## config.mk

```make
export PLATFORM = sky130hd
export DESIGN_NAME = burst_col_seq
export DESIGN_NICKNAME = d
export VERILOG_FILES = /design/src/rtl/burst_pkg.sv /design/src/rtl/burst_req_check.sv /design/src/rtl/burst_ctrl.sv /design/src/rtl/burst_addr_gen.sv /design/src/rtl/burst_col_seq.sv
export SDC_FILE = /design/constraint.sdc
export NUM_CORES = 1
export LEC_CHECK = 0
export BUFFER_PORTS_ARGS = -buffer_cell sky130_fd_sc_hd__buf_2
export CAP_MARGIN = 5
export CORE_UTILIZATION = 58
export CTS_CLUSTER_SIZE = 28
export DETAILED_ROUTE_END_ITERATION = 12
export HOLD_SLACK_MARGIN = 0.15
export MAX_ROUTING_LAYER = met4
export PLACE_DENSITY = 0.86
export SLEW_MARGIN = 20
export SYNTH_ARGS = -nofsm -noshare
export SYNTH_HDL_FRONTEND = slang
export SYNTH_SLANG_ARGS = --single-unit
```

## constraint.sdc

```tcl
create_clock -name clk -period 3.62 [get_ports clk]
set_input_delay 0 -clock clk [delete_from_list [all_inputs] [get_ports clk]]
set_output_delay 0 -clock clk [all_outputs]
set_load 0.05 [all_outputs]
```

## src/rtl/burst_pkg.sv

```systemverilog
package burst_pkg;

  typedef enum logic [1:0] {
    BL_2    = 2'b00,
    BL_4    = 2'b01,
    BL_8    = 2'b10,
    BL_PAGE = 2'b11
  } blen_e;

  localparam int unsigned MAX_BLK_BITS = 3;

  typedef struct packed {
    blen_e len;
    logic  ilv;
  } burst_mode_t;

  function automatic logic [MAX_BLK_BITS-1:0] fixed_limit(blen_e len);
    case (len)
      BL_2:    return 3'd1;
      BL_4:    return 3'd3;
      default: return 3'd7;
    endcase
  endfunction

endpackage

```

## src/rtl/burst_req_check.sv

```systemverilog
module burst_req_check
  import burst_pkg::*;
(
  input  logic       start,
  input  logic [1:0] len_code,
  input  logic       ilv,
  output logic       accept,
  output logic       reject
);

  logic illegal_combo;

  always_comb begin
    illegal_combo = ilv && (blen_e'(len_code) == BL_PAGE);
    accept        = start && !illegal_combo;
    reject        = start && illegal_combo;
  end

endmodule

```

## src/rtl/burst_ctrl.sv

```systemverilog
module burst_ctrl
  import burst_pkg::*;
#(
  parameter int COL_W = 9
) (
  input  logic             clk,
  input  logic             rst,
  input  logic             accept,
  input  logic             stop,
  input  logic             ready,
  input  blen_e            len,
  output logic             busy,
  output logic [COL_W-1:0] idx,
  output logic             at_last
);

  logic             full_page;
  logic [COL_W-1:0] limit;
  logic             beat_done;

  always_comb begin
    full_page = (len == BL_PAGE);
    limit     = COL_W'(fixed_limit(len));
    at_last   = busy && !full_page && (idx == limit);
    beat_done = busy && ready;
  end

  always_ff @(posedge clk) begin
    if (rst) begin
      busy <= 1'b0;
      idx  <= '0;
    end else if (accept) begin
      busy <= 1'b1;
      idx  <= '0;
    end else if (stop) begin
      busy <= 1'b0;
      idx  <= '0;
    end else if (beat_done) begin
      if (at_last) begin
        busy <= 1'b0;
        idx  <= '0;
      end else begin
        idx <= idx + 1'b1;
      end
    end
  end

endmodule

```

## src/rtl/burst_addr_gen.sv

```systemverilog
module burst_addr_gen
  import burst_pkg::*;
#(
  parameter int COL_W = 9
) (
  input  logic [COL_W-1:0] base,
  input  logic [COL_W-1:0] idx,
  input  blen_e            len,
  input  logic             ilv,
  output logic [COL_W-1:0] addr
);

  localparam int BLK_W = MAX_BLK_BITS;

  logic [COL_W-1:0] wrap_mask;
  logic [COL_W-1:0] up_sum;
  logic [COL_W-1:0] xor_val;
  logic [COL_W-1:0] low_sel;
  logic             full_page;

  assign full_page = (len == BL_PAGE);

  // Each bit is inside the wrapping field when the length covers it.
  for (genvar b = 0; b < COL_W; b++) begin : g_mask
    if (b < BLK_W) begin : g_blk
      assign wrap_mask[b] = full_page || (int'(len) >= b);
    end else begin : g_upper
      assign wrap_mask[b] = full_page;
    end
  end

  always_comb begin
    up_sum  = base + idx;
    xor_val = base ^ idx;
    low_sel = ilv ? xor_val : up_sum;
    addr    = (base & ~wrap_mask) | (low_sel & wrap_mask);
  end

endmodule

```

## src/rtl/burst_col_seq.sv

```systemverilog
module burst_col_seq
  import burst_pkg::*;
#(
  parameter int COL_W = 9
) (
  input  logic             clk,
  input  logic             rst,
  input  logic             start,
  input  logic [COL_W-1:0] start_col,
  input  logic [1:0]       start_len,
  input  logic             start_ilv,
  input  logic             stop,
  output logic             col_valid,
  input  logic             col_ready,
  output logic [COL_W-1:0] col_addr,
  output logic             col_last,
  output logic             start_err
);

  logic             accept;
  logic             reject;
  logic [COL_W-1:0] base_q;
  burst_mode_t      mode_q;
  logic             busy;
  logic [COL_W-1:0] idx;
  logic             at_last;
  logic             cur_full;

  burst_req_check u_check (
    .start    (start),
    .len_code (start_len),
    .ilv      (start_ilv),
    .accept   (accept),
    .reject   (reject)
  );

  always_ff @(posedge clk) begin
    if (rst) begin
      base_q    <= '0;
      mode_q    <= '{len: BL_2, ilv: 1'b0};
      start_err <= 1'b0;
    end else begin
      start_err <= reject;
      if (accept) begin
        base_q <= start_col;
        mode_q <= '{len: blen_e'(start_len), ilv: start_ilv};
      end
    end
  end

  assign cur_full = (mode_q.len == BL_PAGE);

  burst_ctrl #(.COL_W(COL_W)) u_ctrl (
    .clk     (clk),
    .rst     (rst),
    .accept  (accept),
    .stop    (stop),
    .ready   (col_ready),
    .len     (mode_q.len),
    .busy    (busy),
    .idx     (idx),
    .at_last (at_last)
  );

  burst_addr_gen #(.COL_W(COL_W)) u_addr (
    .base (base_q),
    .idx  (idx),
    .len  (mode_q.len),
    .ilv  (mode_q.ilv),
    .addr (col_addr)
  );

  assign col_valid = busy;
  assign col_last  = at_last;

endmodule

```

==> impl_metrics.json <==
{
  "async_flop_share": 0,
  "cts.sinks": 23,
  "yosysUniqueCellTypes": 38,
  "synth_xor_area_frac": 0.0865,
  "yosys_warnings": 0,
  "synth_fp_nets": 207,
  "cp.required_ps": 3620,
  "grt_pass1_vias": 1574,
  "die_area_mm2": 0.00265,
  "initial_utilization": 0.629,
  "die_w_um": 51.4,
  "hold_path_class": "input port to register",
  "post_cts_resized": 0,
  "cp_max_fo": 5,
  "leakage_nw": 0.821,
  "hold_viol": 0,
  "setup_viol": 0,
  "fin_nets": 262,
  "cts_root_buf": "clkbuf_4",
  "drv_slew": 0,
  "synth-main-ff-cell": "dfxtp_1",
  "synth-compound-area-share": 0.135,
  "postCtsSetupBuffers": 0,
  "vias": 1624,
  "endpoint_kind": "output pin",
  "r2r_slack_ps": 1640,
  "antenna_left": 0,
  "synth_top_family_by_area": "simple AND/OR/NAND/NOR gates",
  "cts_buffer_depth": 2,
  "p_per_area_mw_per_mm2": 288,
  "ff2ff_path_depth": 5,
  "synthTopCellsByArea": "dfxtp_1, ha_1, nand2_1",
  "fin_setup_tns_ps": 0,
  "vdd_drop_max_uv": 215,
  "path_clk_slew_ps": 120,
  "post-route-period-util": 0.759,
  "hold_slack_ps": 230,
  "muxShareOfSynthArea": 0.0212,
  "diodes": 0,
  "cts_made_buffers": 3,
  "worstPathCellList": "ha_1 > inv_1 > fa_1 > nand2b_1 > a211oi_1 > nor3_1 > nor3_1 > xor2_1 > buf_2",
  "fmax_mhz": 364,
  "io_buffers": 28,
  "r2r_end": "u_ctrl.idx[2]",
  "cts_tree": "done",
  "grt_overflow": 0,
  "hold_end": "u_ctrl.idx[1]",
  "status": "completed",
  "synth-seq-area-share": 0.325,
  "grt_max_degree": 17,
  "cp_data_arrival_time_ps": 2750,
  "fin_crit_ps": 2750,
  "clock_skew_ps": 12.8,
  "clkLatencyLatePin_ps": 320,
  "synth.most_common_cell": "nand2_1",
  "synth_top_area_share": 0.325,
  "slowest_delay_ps": 460,
  "layout-drive-gt1-share": 0.162,
  "coreArea_mm2": 0.00225,
  "synthSimpleGateAreaFrac": 0.297,
  "cts.htree.levels": 1,
  "yosys-top-cells-count": "nand2_1, dfxtp_1, nor2_1, a21oi_1, ha_1",
  "synth-seq-cells": 23,
  "synthCells": 180,
  "dp.final_hpwl_um": 2390,
  "antenna_found_initial": 0,
  "areaGrowthSynthToFinish_pct": 32.0,
  "start_kind": "register",
  "slew_headroom": 0.683,
  "ios": 29,
  "yosysTopAreaCell": "dfxtp_1",
  "synthAdderAreaFrac": 0.0936,
  "setup.worst_path.class": "register to output pin",
  "die_h_um": 51.4,
  "cp_common_cell": "nor3_1",
  "syn_area_per_cell_um2": 7.88,
  "num_rows": 17,
  "place_congestion": 0.946,
  "drt_iter0_drc": 59,
  "netlist_area_mm2": 0.00142,
  "synth_edf_count": 0,
  "cap_violations": 0,
  "r2r_start": "mode_q[2]",
  "firstDrtPassIters": 6,
  "crit_path_top_delay_cell": "dfxtp_1",
  "wl_um": 4660,
  "worst_slew_pin_slew_ps": 475,
  "wl_per_cell_um": 17.8,
  "grt_pass1_wl_um": 7440,
  "rsz0062_at_grt": "no",
  "hold_depth": 4,
  "remaining_drc_errors": 0,
  "worstHoldStart": "col_ready",
  "viasPerCell": 6.20,
  "grt.total_usage": 0.405
}
-- cell families after synthesis --
| group | after synthesis |
|---|---|
| AND/OR/NAND/NOR | 86 |
| buffers and inverters | 11 |
| XOR/XNOR | 14 |
| flip-flops | 23 |
| multiplexers | 3 |
| adder cells (fa/ha/maj) | 10 |
| AO/OA/AOI/OAI | 33 |
-- critical path: cells and delay by family, from the launching register on --
| family | cells | cell delay (ps) |
|---|---|---|
| adder cells (fa/ha/maj) | 2 | 660 |
| AO/OA/AOI/OAI | 1 | 320 |
| XOR/XNOR | 1 | 170 |
| buffers and inverters | 2 | 360 |
| AND/OR/NAND/NOR | 3 | 470 |
| flip-flops | 1 | 460 |
-- cell type report --
type / instances / area, um^2
fill: 125 / 384
multi-input combinational: 146 / 897
clock buffer: 4 / 26.3
sequential: 23 / 460
timing repair buffer: 58 / 440
inverter: 3 / 11.3
tap: 28 / 35.0
-- worst max path at each step --
stage	startpoint	end	slack, ps	depth (start not counted)
2_1_floorplan	u_ctrl.idx[0]	col_addr[6]	970	8
3_3_place_gp	u_ctrl.idx[0]	col_addr[8]	1500	9
3_5_place_dp	u_ctrl.idx[0]	col_addr[8]	1430	9
4_1_cts	u_ctrl.idx[0]	col_addr[8]	1080	9
5_1_grt	u_ctrl.idx[0]	col_addr[8]	720	9
6_report	u_ctrl.idx[0]	col_addr[8]	870	9
-- cells in the final DEF (no fill, tap or decap), types with 2 or more instances in the layout --
master,Yosys,routed
nor3_1,7,7
nand2b_1,2,2
nand2_1,30,30
nor2_1,21,21
nand3_1,5,5
nand4_1,4,4
and3_2,3,3
o21a_1,2,2
dlygate4sd3_1,0,30
nand3b_1,2,2
a21oi_1,17,17
o22ai_1,2,2
ha_1,9,9
clkbuf_4,1,3
buf_2,0,28
inv_1,3,3
o21ai_0,4,4
nor2b_1,3,3
xor2_1,6,6
a211oi_1,2,2
xnor2_1,8,8
and2_2,2,2
mux2i_1,3,3
dfxtp_1,23,23
-- routing by layer --
| metal | share of wire | global-route usage | vias to the layer above |
|---|---|---|---|
| met1 | 0.37 | 0.421 | 733 |
| met3 | 0.081 | 0.0893 | 45 |
| met2 | 0.47 | 0.680 | 111 |
| met4 | 0.078 | 0.270 | 0 |
| met5 | 0 | - | - |
| li1 | - | - | 735 |
-- state kept, by name, summed over array words and instances (netlist names) --
name and flops:
mode_q 3, base_q 9, u_ctrl.busy 1, u_ctrl.idx 9, start_err 1
-- stage by stage --
stage / cells / setup WS [ps] / cell area (um^2) / total power, mW / util
6_report: 262 / 874 / 1870 / 0.539 / 0.830
5_1_grt: 262 / 723 / 1870 / 0.558 / 0.830
4_1_cts: 262 / 1080 / 1870 / 0.523 / 0.830
3_5_place_dp: 228 / 1430 / 1540 / 0.382 / 0.685
3_3_place_gp: 228 / 1500 / 1540 / 0.379 / 0.685
2_1_floorplan: 180 / 975 / 1420 / 0.356 / -
-- power by group --
group | switching [mW] | total, mW | internal (mW)
registers | 0.0151 | 0.278 | 0.263
logic | 0.0812 | 0.136 | 0.0548
clock network | 0.0826 | 0.126 | 0.0431
total | 0.179 | 0.539 | 0.360
-- repair_timing --
| action | in CTS | in global routing |
|---|---|---|
| endpoints found under the hold margin | 14 | 0 |
| setup endpoints to repair | 0 | 0 |
| hold buffers | 30 | 0 |
No activity file was read; power rests on OpenSTA's default activity.
